===== src/rtl/slp_state_pkg.sv =====
package slp_state_pkg;

   typedef enum logic [2:0] {
      ST_C0   = 3'd0,
      ST_C2   = 3'd1,
      ST_WAKE = 3'd2,
      ST_S3   = 3'd3,
      ST_S4   = 3'd4,
      ST_S5   = 3'd5,
      ST_G3   = 3'd7
   } pstate_e;

   typedef struct packed {
      logic core;
      logic sus;
      logic rtc;
      logic selfref;
      logic clk;
   } well_s;

   localparam well_s WELLS_G3 = '{core: 1'b0, sus: 1'b0, rtc: 1'b1, selfref: 1'b0, clk: 1'b0};

endpackage


===== src/rtl/slp_ctl_regs.sv =====
module slp_ctl_regs #(
   parameter int TYPE_W = 3
) (
   input  logic              clk,
   input  logic              rst_n,
   input  logic              wr_stb,
   input  logic [TYPE_W-1:0] wr_type,
   input  logic              wr_go,
   output logic [TYPE_W-1:0] type_q,
   output logic              go_q,
   output logic [TYPE_W:0]   rdata
);

   always_ff @(posedge clk or negedge rst_n) begin
      if (!rst_n) begin
         type_q <= '0;
         go_q   <= 1'b0;
      end else begin
         go_q <= wr_stb && wr_go;
         if (wr_stb) type_q <= wr_type;
      end
   end

   // enable bit never visible to software
   assign rdata = {1'b0, type_q};

   // enable bit lasts one cycle unless rewritten
   p_go_selfclear_r5: assert property (@(posedge clk) disable iff (!rst_n)
      (go_q && !(wr_stb && wr_go)) |=> !go_q);

   // type field holds without a write
   p_type_hold_r5: assert property (@(posedge clk) disable iff (!rst_n)
      !wr_stb |=> $stable(type_q));

endmodule


===== src/rtl/slp_wake_timer.sv =====
module slp_wake_timer #(
   parameter int WAKE_CYC = 8
) (
   input  logic clk,
   input  logic rst_n,
   input  logic run,
   output logic done
);

   localparam int CNT_W = (WAKE_CYC > 2) ? $clog2(WAKE_CYC) : 1;
   localparam logic [CNT_W-1:0] LAST = CNT_W'(WAKE_CYC - 1);

   logic [CNT_W-1:0] cnt_q;

   always_ff @(posedge clk or negedge rst_n) begin
      if (!rst_n)          cnt_q <= '0;
      else if (!run)       cnt_q <= '0;
      else if (cnt_q != LAST) cnt_q <= cnt_q + 1'b1;
   end

   assign done = run && (cnt_q == LAST);

   // the window starts counting from zero
   p_wake_start_r9: assert property (@(posedge clk) disable iff (!rst_n)
      $rose(run) |-> (cnt_q == '0));

endmodule


===== src/rtl/slp_state_fsm.sv =====
module slp_state_fsm
   import slp_state_pkg::*;
#(
   parameter int TYPE_W  = 3,
   parameter int S3_CODE = 5,
   parameter int S4_CODE = 6,
   parameter int S5_CODE = 7
) (
   input  logic              clk,
   input  logic              rst_n,
   input  logic              pwr_lost,
   input  logic              ovr,
   input  logic              brk,
   input  logic              lvl2,
   input  logic              go,
   input  logic [TYPE_W-1:0] slp_type,
   input  logic              wake,
   input  logic              wake_done,
   input  logic              cfg_g3_off,
   output pstate_e           st_q
);

   localparam logic [TYPE_W-1:0] TY_S3 = TYPE_W'(S3_CODE);
   localparam logic [TYPE_W-1:0] TY_S4 = TYPE_W'(S4_CODE);
   localparam logic [TYPE_W-1:0] TY_S5 = TYPE_W'(S5_CODE);

   pstate_e nxt;
   pstate_e slp_tgt;
   logic    slp_ok;
   logic    was_run_q;

   always_comb begin
      slp_ok  = 1'b1;
      slp_tgt = ST_C0;
      if      (slp_type == TY_S3) slp_tgt = ST_S3;
      else if (slp_type == TY_S4) slp_tgt = ST_S4;
      else if (slp_type == TY_S5) slp_tgt = ST_S5;
      else                        slp_ok  = 1'b0;
   end

   always_comb begin
      nxt = st_q;
      case (st_q)
         ST_C0: begin
            if (ovr)               nxt = ST_S5;
            else if (go && slp_ok) nxt = slp_tgt;
            else if (lvl2)         nxt = ST_C2;
         end
         ST_C2: begin
            if (ovr)      nxt = ST_S5;
            else if (brk) nxt = ST_C0;
         end
         ST_S3, ST_S4, ST_S5: begin
            if (wake) nxt = ST_WAKE;
         end
         ST_WAKE: begin
            if (wake_done) nxt = ST_C0;
         end
         ST_G3: begin
            if (!pwr_lost) nxt = (cfg_g3_off || !was_run_q) ? ST_S5 : ST_WAKE;
         end
         default: nxt = ST_G3;
      endcase
      if (pwr_lost) nxt = ST_G3;
   end

   always_ff @(posedge clk or negedge rst_n) begin
      if (!rst_n) begin
         st_q      <= ST_G3;
         was_run_q <= 1'b0;
      end else begin
         st_q <= nxt;
         if (st_q != ST_G3 && nxt == ST_G3)
            was_run_q <= (st_q == ST_C0) || (st_q == ST_C2);
      end
   end

   // power loss wins from any state
   p_lost_g3_r7: assert property (@(posedge clk) disable iff (!rst_n)
      pwr_lost |=> (st_q == ST_G3));

   // override forces soft-off from C0/C2
   p_ovr_s5_r6: assert property (@(posedge clk) disable iff (!rst_n)
      (!pwr_lost && ovr && (st_q == ST_C0 || st_q == ST_C2)) |=> (st_q == ST_S5));

   // break leaves C2
   p_brk_c0_r3: assert property (@(posedge clk) disable iff (!rst_n)
      (!pwr_lost && !ovr && brk && st_q == ST_C2) |=> (st_q == ST_C0));

   // level-2 read enters C2
   p_lvl2_c2_r2: assert property (@(posedge clk) disable iff (!rst_n)
      (!pwr_lost && !ovr && !go && lvl2 && st_q == ST_C0) |=> (st_q == ST_C2));

   // wake from a sleep state enters the window
   p_wake_entry_r9: assert property (@(posedge clk) disable iff (!rst_n)
      (!pwr_lost && wake && (st_q == ST_S3 || st_q == ST_S4 || st_q == ST_S5))
      |=> (st_q == ST_WAKE));

   // G3 never jumps straight to C0 or a sleep-enable target
   p_g3_exit_r10: assert property (@(posedge clk) disable iff (!rst_n)
      (st_q == ST_G3) |=> (st_q == ST_G3 || st_q == ST_S5 || st_q == ST_WAKE));

   // configuration bit sends recovery to soft-off
   p_g3_cfg_r11: assert property (@(posedge clk) disable iff (!rst_n)
      (st_q == ST_G3 && !pwr_lost && cfg_g3_off) |=> (st_q == ST_S5));

   // sleep-enable outside C0 has no effect on a sleep state
   p_go_ignored_r4: assert property (@(posedge clk) disable iff (!rst_n)
      (!pwr_lost && !wake && go && (st_q == ST_S3 || st_q == ST_S4)) |=> $stable(st_q));

endmodule


===== src/rtl/slp_well_decode.sv =====
module slp_well_decode
   import slp_state_pkg::*;
(
   input  pstate_e st,
   output well_s   wells
);

   always_comb begin
      wells = WELLS_G3;
      case (st)
         ST_C0, ST_C2: wells = '{core: 1'b1, sus: 1'b1, rtc: 1'b1, selfref: 1'b0, clk: 1'b1};
         ST_WAKE:      wells = '{core: 1'b1, sus: 1'b1, rtc: 1'b1, selfref: 1'b0, clk: 1'b0};
         ST_S3:        wells = '{core: 1'b0, sus: 1'b1, rtc: 1'b1, selfref: 1'b1, clk: 1'b0};
         ST_S4, ST_S5: wells = '{core: 1'b0, sus: 1'b1, rtc: 1'b1, selfref: 1'b0, clk: 1'b0};
         default:      wells = WELLS_G3;
      endcase
   end

endmodule


===== src/rtl/sleep_state_ctrl.sv =====
module sleep_state_ctrl
   import slp_state_pkg::*;
#(
   parameter int TYPE_W   = 3,
   parameter int S3_CODE  = 5,
   parameter int S4_CODE  = 6,
   parameter int S5_CODE  = 7,
   parameter int WAKE_CYC = 8,
   parameter bit OUT_REG  = 1'b0
) (
   input  logic              clk,
   input  logic              rst_n,
   input  logic              ctl_wr,
   input  logic [TYPE_W-1:0] ctl_wr_type,
   input  logic              ctl_wr_go,
   output logic [TYPE_W:0]   ctl_rdata,
   input  logic              lvl2_rd,
   input  logic              brk_msi,
   input  logic              brk_irq,
   input  logic              pwrbtn_ovr,
   input  logic              rsm_pwr_fail,
   input  logic              main_pwr_ok,
   input  logic              wake_evt,
   input  logic              cfg_g3_off,
   output logic              core_well_en,
   output logic              sus_well_en,
   output logic              rtc_well_en,
   output logic              mem_selfref,
   output logic              ext_clk_en,
   output logic [2:0]        state_code
);

   localparam int TYPE_SPAN = 1 << TYPE_W;

   if (TYPE_W < 1 || TYPE_W > 8) begin : g_bad_width
      $error("sleep_state_ctrl: TYPE_W out of range");
   end
   if (S3_CODE >= TYPE_SPAN || S4_CODE >= TYPE_SPAN || S5_CODE >= TYPE_SPAN) begin : g_bad_code
      $error("sleep_state_ctrl: sleep-type code does not fit TYPE_W");
   end
   if (S3_CODE == S4_CODE || S3_CODE == S5_CODE || S4_CODE == S5_CODE) begin : g_dup_code
      $error("sleep_state_ctrl: sleep-type codes must differ");
   end
   if (WAKE_CYC < 2) begin : g_bad_wake
      $error("sleep_state_ctrl: WAKE_CYC must be at least 2");
   end

   logic [TYPE_W-1:0] type_q;
   logic              go_q;
   logic              pwr_lost;
   logic              wake_done;
   pstate_e           st_q;
   well_s             wells_c;
   well_s             wells_o;

   assign pwr_lost = !main_pwr_ok || rsm_pwr_fail;

   slp_ctl_regs #(.TYPE_W(TYPE_W)) u_regs (
      .clk     (clk),
      .rst_n   (rst_n),
      .wr_stb  (ctl_wr),
      .wr_type (ctl_wr_type),
      .wr_go   (ctl_wr_go),
      .type_q  (type_q),
      .go_q    (go_q),
      .rdata   (ctl_rdata)
   );

   slp_wake_timer #(.WAKE_CYC(WAKE_CYC)) u_timer (
      .clk   (clk),
      .rst_n (rst_n),
      .run   (st_q == ST_WAKE),
      .done  (wake_done)
   );

   slp_state_fsm #(
      .TYPE_W  (TYPE_W),
      .S3_CODE (S3_CODE),
      .S4_CODE (S4_CODE),
      .S5_CODE (S5_CODE)
   ) u_fsm (
      .clk        (clk),
      .rst_n      (rst_n),
      .pwr_lost   (pwr_lost),
      .ovr        (pwrbtn_ovr),
      .brk        (brk_msi || brk_irq),
      .lvl2       (lvl2_rd),
      .go         (go_q),
      .slp_type   (type_q),
      .wake       (wake_evt),
      .wake_done  (wake_done),
      .cfg_g3_off (cfg_g3_off),
      .st_q       (st_q)
   );

   slp_well_decode u_dec (
      .st    (st_q),
      .wells (wells_c)
   );

   if (OUT_REG) begin : g_out_reg
      logic [2:0] code_q;
      always_ff @(posedge clk or negedge rst_n) begin
         if (!rst_n) begin
            wells_o <= WELLS_G3;
            code_q  <= 3'(ST_G3);
         end else begin
            wells_o <= wells_c;
            code_q  <= 3'(st_q);
         end
      end
      assign state_code = code_q;
   end else begin : g_out_comb
      assign wells_o    = wells_c;
      assign state_code = 3'(st_q);
   end

   assign core_well_en = wells_o.core;
   assign sus_well_en  = wells_o.sus;
   assign rtc_well_en  = wells_o.rtc;
   assign mem_selfref  = wells_o.selfref;
   assign ext_clk_en   = wells_o.clk;

   // clocks start only after the core well was already on
   p_core_before_clk_r9: assert property (@(posedge clk) disable iff (!rst_n)
      $rose(ext_clk_en) |-> $past(core_well_en));

   // self-refresh only with clocks stopped
   p_selfref_noclk_r8: assert property (@(posedge clk) disable iff (!rst_n)
      mem_selfref |-> (!ext_clk_en && !core_well_en));

   // core well implies suspend well
   p_core_needs_sus_r8: assert property (@(posedge clk) disable iff (!rst_n)
      core_well_en |-> sus_well_en);

   // enable bit invisible on readback
   p_rd_go_zero_r5: assert property (@(posedge clk) disable iff (!rst_n)
      ctl_wr |=> !ctl_rdata[TYPE_W]);

endmodule


===== config.mk =====
export PLATFORM = sky130hd
export DESIGN_NAME = sleep_state_ctrl
export DESIGN_NICKNAME = d
export VERILOG_FILES = /design/src/rtl/slp_state_pkg.sv /design/src/rtl/slp_ctl_regs.sv /design/src/rtl/slp_wake_timer.sv /design/src/rtl/slp_state_fsm.sv /design/src/rtl/slp_well_decode.sv /design/src/rtl/sleep_state_ctrl.sv
export SDC_FILE = /design/constraint.sdc
export NUM_CORES = 1
export LEC_CHECK = 0
export BUFFER_PORTS_ARGS = -buffer_cell sky130_fd_sc_hd__buf_2
export CAP_MARGIN = 20
export CORE_MARGIN = 10
export CORE_UTILIZATION = 48
export CTS_BUF_LIST = sky130_fd_sc_hd__clkbuf_8
export DETAILED_ROUTE_END_ITERATION = 10
export PLACE_DENSITY_LB_ADDON = 0.2
export SETUP_SLACK_MARGIN = 0.15
export SLEW_MARGIN = 20
export SYNTH_ARGS = -nofsm -noshare
export SYNTH_HDL_FRONTEND = slang
export SYNTH_SLANG_ARGS = --single-unit

===== constraint.sdc =====
create_clock -name clk -period 1.6 [get_ports clk]
set_input_delay 0.08 -clock clk [delete_from_list [all_inputs] [get_ports clk]]
set_output_delay 0.08 -clock clk [all_outputs]
set_load 0.1 [all_outputs]

### Word-level counts from Yosys, hierarchy flattened

Cells that the tools add are included.

* bits in registers: 11
* output and inout bits: 12

* equal/unequal tests: 14
* $add $sub $neg: 1
* reduce and logical (&&, ||, !) cells: 14
* mux-type cells: 19

Operators with widths (number)
* $mux 3: 14
* $eq 3x3->1 const B: 8
* $pmux 5 s4: 1
* $pmux 3 s5: 1
* $eq 3x2->1 const B: 2
* $ne 3x3->1 const B: 2
* $logic_and 1x1->1: 4
* $logic_or 1x1->1: 4
* $reduce_or 2->1: 2
* $add 3x1->3 const B: 1
* $eq 3x1->1 const B: 1
* $logic_not 3->1: 1
* $mux 1: 3
* $reduce_or 3->1: 1
* $logic_not 1->1: 2
* $ne 2x2->1 const B: 1

### Logic depth before layout (Yosys ltp)

* word-level depth: 11
* depth in mapped cells: 5
* mapped depth without buffers: 5

### Hierarchy

Synthesis repeated with hierarchy kept, for this count alone.

* cells, all modules: 73
* area, all modules: 714.4 um^2

By module, submodules not included
* slp_state_fsm: times used 1, area each 326.6 um^2, cells an instance 39
* slp_ctl_regs: times used 1, area each 175.2 um^2, cells an instance 13
* slp_wake_timer: times used 1, area each 155.1 um^2, cells an instance 12
* slp_well_decode: times used 1, area each 32.5 um^2, cells an instance 6
* sleep_state_ctrl: times used 1, area each 25.0 um^2, cells an instance 3

### Worst setup path after synthesis

No wires, ideal clock.

* path kind: reg2reg
* start point: reg u_fsm.st_q[2]
* end point: reg u_fsm.st_q[1]
* arrival time: 2.392 ns
* required time: 1.530 ns
* path buffers: 1
* setup slack: -0.863 ns
* stages on the path, launching flop included: 5
* cell sequence: dfstp_2 -> buf_2 -> nor2_1 -> nand4_1 -> nand4_1

* cells in the longest elaborated chain, start to end: 5
* elaborated cells between the ends (all ways): 12
* classes of those cells: 6 x eq/ne; 3 x mux; 3 x reduce/logical

Ends and longest elaborated chain
* start: declaration: RTL line slp_state_fsm.sv:20 `output pstate_e st_q`
* start signal: assignment: RTL line slp_state_fsm.sv:72 `st_q <= nxt;`
* $eq 3x2->1: RTL line slp_state_fsm.sv:43, sleep_state_ctrl.sv:72
* $logic_and 1x1->1: RTL line slp_wake_timer.sv:21 `assign done = run && (cnt_q == LAST);`
* $mux 3: RTL line slp_state_fsm.sv:57 `if (wake_done) nxt = ST_C0;`
* $pmux 3 s5 (*): RTL line slp_state_fsm.sv:43 `case (st_q)`
* $mux 3 (*): RTL line slp_state_fsm.sv:64 `if (pwr_lost) nxt = ST_G3;`
* via u_fsm.nxt[1]: RTL line slp_state_fsm.sv:27 `pstate_e nxt;`

Mark *: on every way through the listed nets, which the timed path passes. The rest lies on a longest branch.
A chain may end at the register's enable or synchronous reset.

### Worst setup path in the final report

* start point: reg u_fsm.st_q[1]
* end point: out ext_clk_en

* cells in the longest elaborated chain, start to end: 3
* elaborated cells between the ends (all ways): 9
* classes of those cells: 5 x eq/ne; 1 x mux; 3 x reduce/logical

Ends and longest elaborated chain
* $eq 3x3->1 (tied with other cells): RTL line slp_well_decode.sv:10 `case (st)`
* $reduce_or 2->1: RTL line slp_well_decode.sv:10
* $pmux 5 s4 (*): RTL line slp_well_decode.sv:10
* end: declaration: RTL line sleep_state_ctrl.sv:29 `output logic ext_clk_en,`

Every way passes the cells marked *; elsewhere a longest branch is shown, timed or not.

==> summary.md <==
| Metric | Value |
|---|---|
| Die Y | `57.3 um` |
| Startpoint types | `flop` |
| Synth area leader | `dfrtp_1` |
| CP cell instances | `clkbuf_4 -> nor2_4 -> buf_4` |
| Final hold vios | `0` |
| Total number of vias | `just under 600` |
| Status | `complete, no violations` |
| Worst r2r dst | `u_fsm.st_q[0]` |
| Synth area leaders | `dfrtp_1, dfstp_2, mux2_1` |
| Cell area after synthesis | `about 670 um^2` |
| Design area | `915 um^2` |
| Final slew viol count | `0` |
| Final ANT Viol Nets | `0` |
| Antenna violations before repair | `0` |
| Final GP Congestion | `just over 0.7` |
| Reg power frac | `a little under two fifths` |
| Total Wirelength | `1530 um` |
| Layout cell share with drive strength beyond 1 | `51.1%` |
| Clock Path Buffers | `2` |
| Later-pin clock latency in the skew report | `0.23 ns` |
| Clk sink count | `11` |
| PD cells | `slightly below 1000 nW/um^2` |
| Hold Crit Endpoint | `u_regs.go_q` |
| Hold_sp | `ctl_wr_go` |
| Number of DRC markers in iteration 0 | `2` |
| CP Buf/Inv Count | `2` |
| Avg Cell Area, Syn | `a little over 10 um^2` |
| Cts bufs inserted | `3` |
| Dpl cell area | `roughly 830 um^2` |
| Most numerous cell in the Yosys netlist | `dfrtp_1` |
| Largest net degree at the start of global routing | `16` |
| CP endpoint kind | `primary output` |
| Combinational share of power | `32.3%` |
| H-tree Lvls | `1` |
| Worst vdd ir | `0.556 mV` |
| Rows | `13` |
| Global Route Usage Sum | `between 9 and 10%` |
| Final setup TNS | `0 ns` |
| Synthesis-stage register bit count | `11` |
| Synth cell types | `37` |
| Worst Path Required | `between 1.5 and 2 ns` |
| Max cap viols | `0` |
| I/O Buffers | `24` |
| Final nets | `between 100 and 150` |
| HP Class | `in2reg` |
| Mapped Cells | `65` |
| Antenna Cells | `0` |
| Yosys top cell area share | `29.9%` |
| Via/cell ratio | `5.40` |
| TritonRoute pass-1 iters | `2` |
| Fmax | `699 MHz` |
| Post-DP HPWL | `between 1000 and 1500 um` |
| Tmin final | `1.43 ns` |
| Synth cell count leaders | `dfrtp_1, nor2_1, dfstp_2, mux2_1, nor2b_1` |
| Layout area overhead | `36.6%` |
| Post-Syn Nets | `82` |
| Switching share of power | `a little under two fifths` |
| RSZ-0062 raised after global routing | `yes` |
| DR WL/cell | `around 14 um` |
| Post-Route Utilization | `a little over two thirds` |
| Final Setup Violations | `0` |
| Part of the cycle the worst path needs | `about nine tenths` |
| Hold path depth | `2` |
| Switching pwr | `around 0.34 mW` |
| Warnings from Yosys | `0` |
| Chip width | `57.3 um` |
| CTS tree | `yes` |
| Worst r2r src | `u_fsm.st_q[1]` |
| Worst-path fanout max | `6` |
| Setup Skew | `0.00340 ns` |
| Critical Path Slowest Stage Cell | `dfstp_4` |
| Clock power frac | `a little under a third` |
| Top_reg_cell synth | `dfrtp_1` |
| Asr flop ratio synth | `100%` |
| EDFF count, synth | `0` |
| Initial Utilization | `between 50% and 60%` |
| Core area | `1300 um^2` |
| Worst R2R Setup Slack | `roughly 0.18 ns` |
| Critical Path Max Stage Delay | `0.66 ns` |
| I/O pin cnt | `27` |
| Total grt overflow | `0` |
| WP data arrival | `about 1.4 ns` |
| Clock Tree Root | `clkbuf_8` |
| # DRC | `0` |
| Clk slew on worst S/H paths | `~0.05 ns` |
| Vias in the first global route | `slightly below 600` |
| First-pass GRT wire length | `between 2000 and 3000 um` |
| Sequential area share after synthesis | `41.7%` |
| Leak pwr | `between 0.4 and 0.5 nW` |
| Internal power | `around 0.54 mW` |
| WS Path Type | `reg2out` |
| R2R cell count | `4` |
| Die Area | `roughly 3300 um^2` |
| Fin Hold WS | `approximately 0.056 ns` |
| Delay-heaviest family, CP | `flip-flops` |
## cells by family (layout without fill, tap and decap cells)
| logic type | count (synthesis) | in the layout | synth area share, % |
|---|---|---|---|
| compound gates | 11 | 11 | 13.6 |
| mux | 5 | 5 | 8.04 |
| flops | 11 | 11 | 41.7 |
| other cells | 2 | 2 | 1.12 |
| xor+xnor | 1 | 1 | 1.31 |
| fa+ha+maj | 2 | 2 | 3.74 |
| buf+inv | 6 | 33 | 5.79 |
| simple gates | 27 | 27 | 24.7 |
## power by group through the flow
stage	registers, mW	clock network, mW	logic, mW
floorplan	0.420	0	0.143
global placement	0.340	0	0.268
detailed placement	0.341	0	0.271
CTS	0.335	0.274	0.279
global route	0.336	0.288	0.299
finish	0.331	0.265	0.285
## flip-flops by register name, summed over array words and instances, names as in the netlist
signal           flops
u_fsm.st_q           3
u_fsm.was_run_q      1
u_regs.go_q          1
u_regs.type_q        3
u_timer.cnt_q        3
## how the worst max path moves through the flow
stage	from	to	slack, ns	depth (start not counted)
after floorplan	u_fsm.st_q[0]	mem_selfref	0.02	2
after global placement	u_fsm.st_q[1]	u_fsm.st_q[1]	0.24	3
after detailed placement	u_fsm.st_q[1]	u_fsm.st_q[1]	0.21	3
after CTS	u_fsm.st_q[1]	mem_selfref	0.11	3
after global routing	u_fsm.st_q[1]	u_fsm.st_q[0]	0.12	4
final	u_fsm.st_q[1]	ext_clk_en	0.17	3
## final cells by class
cell class | count | area, um^2
Clock buffer | 3 | 41.3
Clock inverter | 1 | 3.75
Fill cell | 113 | 387
Inverter | 2 | 7.51
Multi-Input combinational cell | 48 | 383
Sequential cell | 11 | 293
Tap cell | 15 | 18.8
Timing Repair Buffer | 27 | 168
## cells in the final DEF, fill, tap and decap left out, types with 2 or more instances in the layout
cell,n
mux2_1,3
nand2b_1,2
nor2_1,5
dfrtp_2,2
dfstp_4,3
mux2i_1,2
conb_1,2
nor2_4,2
dfrtp_1,6
o311ai_1,2
buf_2,20
inv_1,2
nand2_2,2
and3b_1,2
ha_1,2
clkbuf_4,2
nor2b_1,3
nand4_1,2
clkbuf_8,3
buf_4,3
## metrics by stage
| stage | setup slack (ns) | power, mW | cells |
|---|---|---|---|
| final | 0.170 | 0.881 | 107 |
| after global routing | 0.116 | 0.924 | 107 |
| after CTS | 0.109 | 0.888 | 106 |
| after detailed placement | 0.209 | 0.611 | 100 |
| after global placement | 0.242 | 0.608 | 100 |
| after floorplan | 0.0218 | 0.563 | 65 |
## worst reg2reg max path: stages (launching register included)
cell and delay [ns]:
dfstp_4 0.66, clkbuf_4 0.18, nor3_1 0.06, o311ai_1 0.28, o311ai_1 0.14
## timing repair
action,CTS,global route
setup buffers,1,1
gates cloned,0,0
hold buffers,1,0
endpoints found under the hold margin,11,0
gates resized for setup,1,5
setup endpoints to repair,3,7
## routing by layer
| layer | part of all wire, % | routed length (um) | global-route usage, % |
|---|---|---|---|
| met1 | 40 | 609 | 10.9 |
| met2 | 50 | 763 | 15.5 |
| met3 | 9.2 | 141 | 5.09 |
| met4 | 0.92 | 14 | 4.03 |
| met5 | 0 | 0 | 0 |
Power figures use the tool's default switching activity.
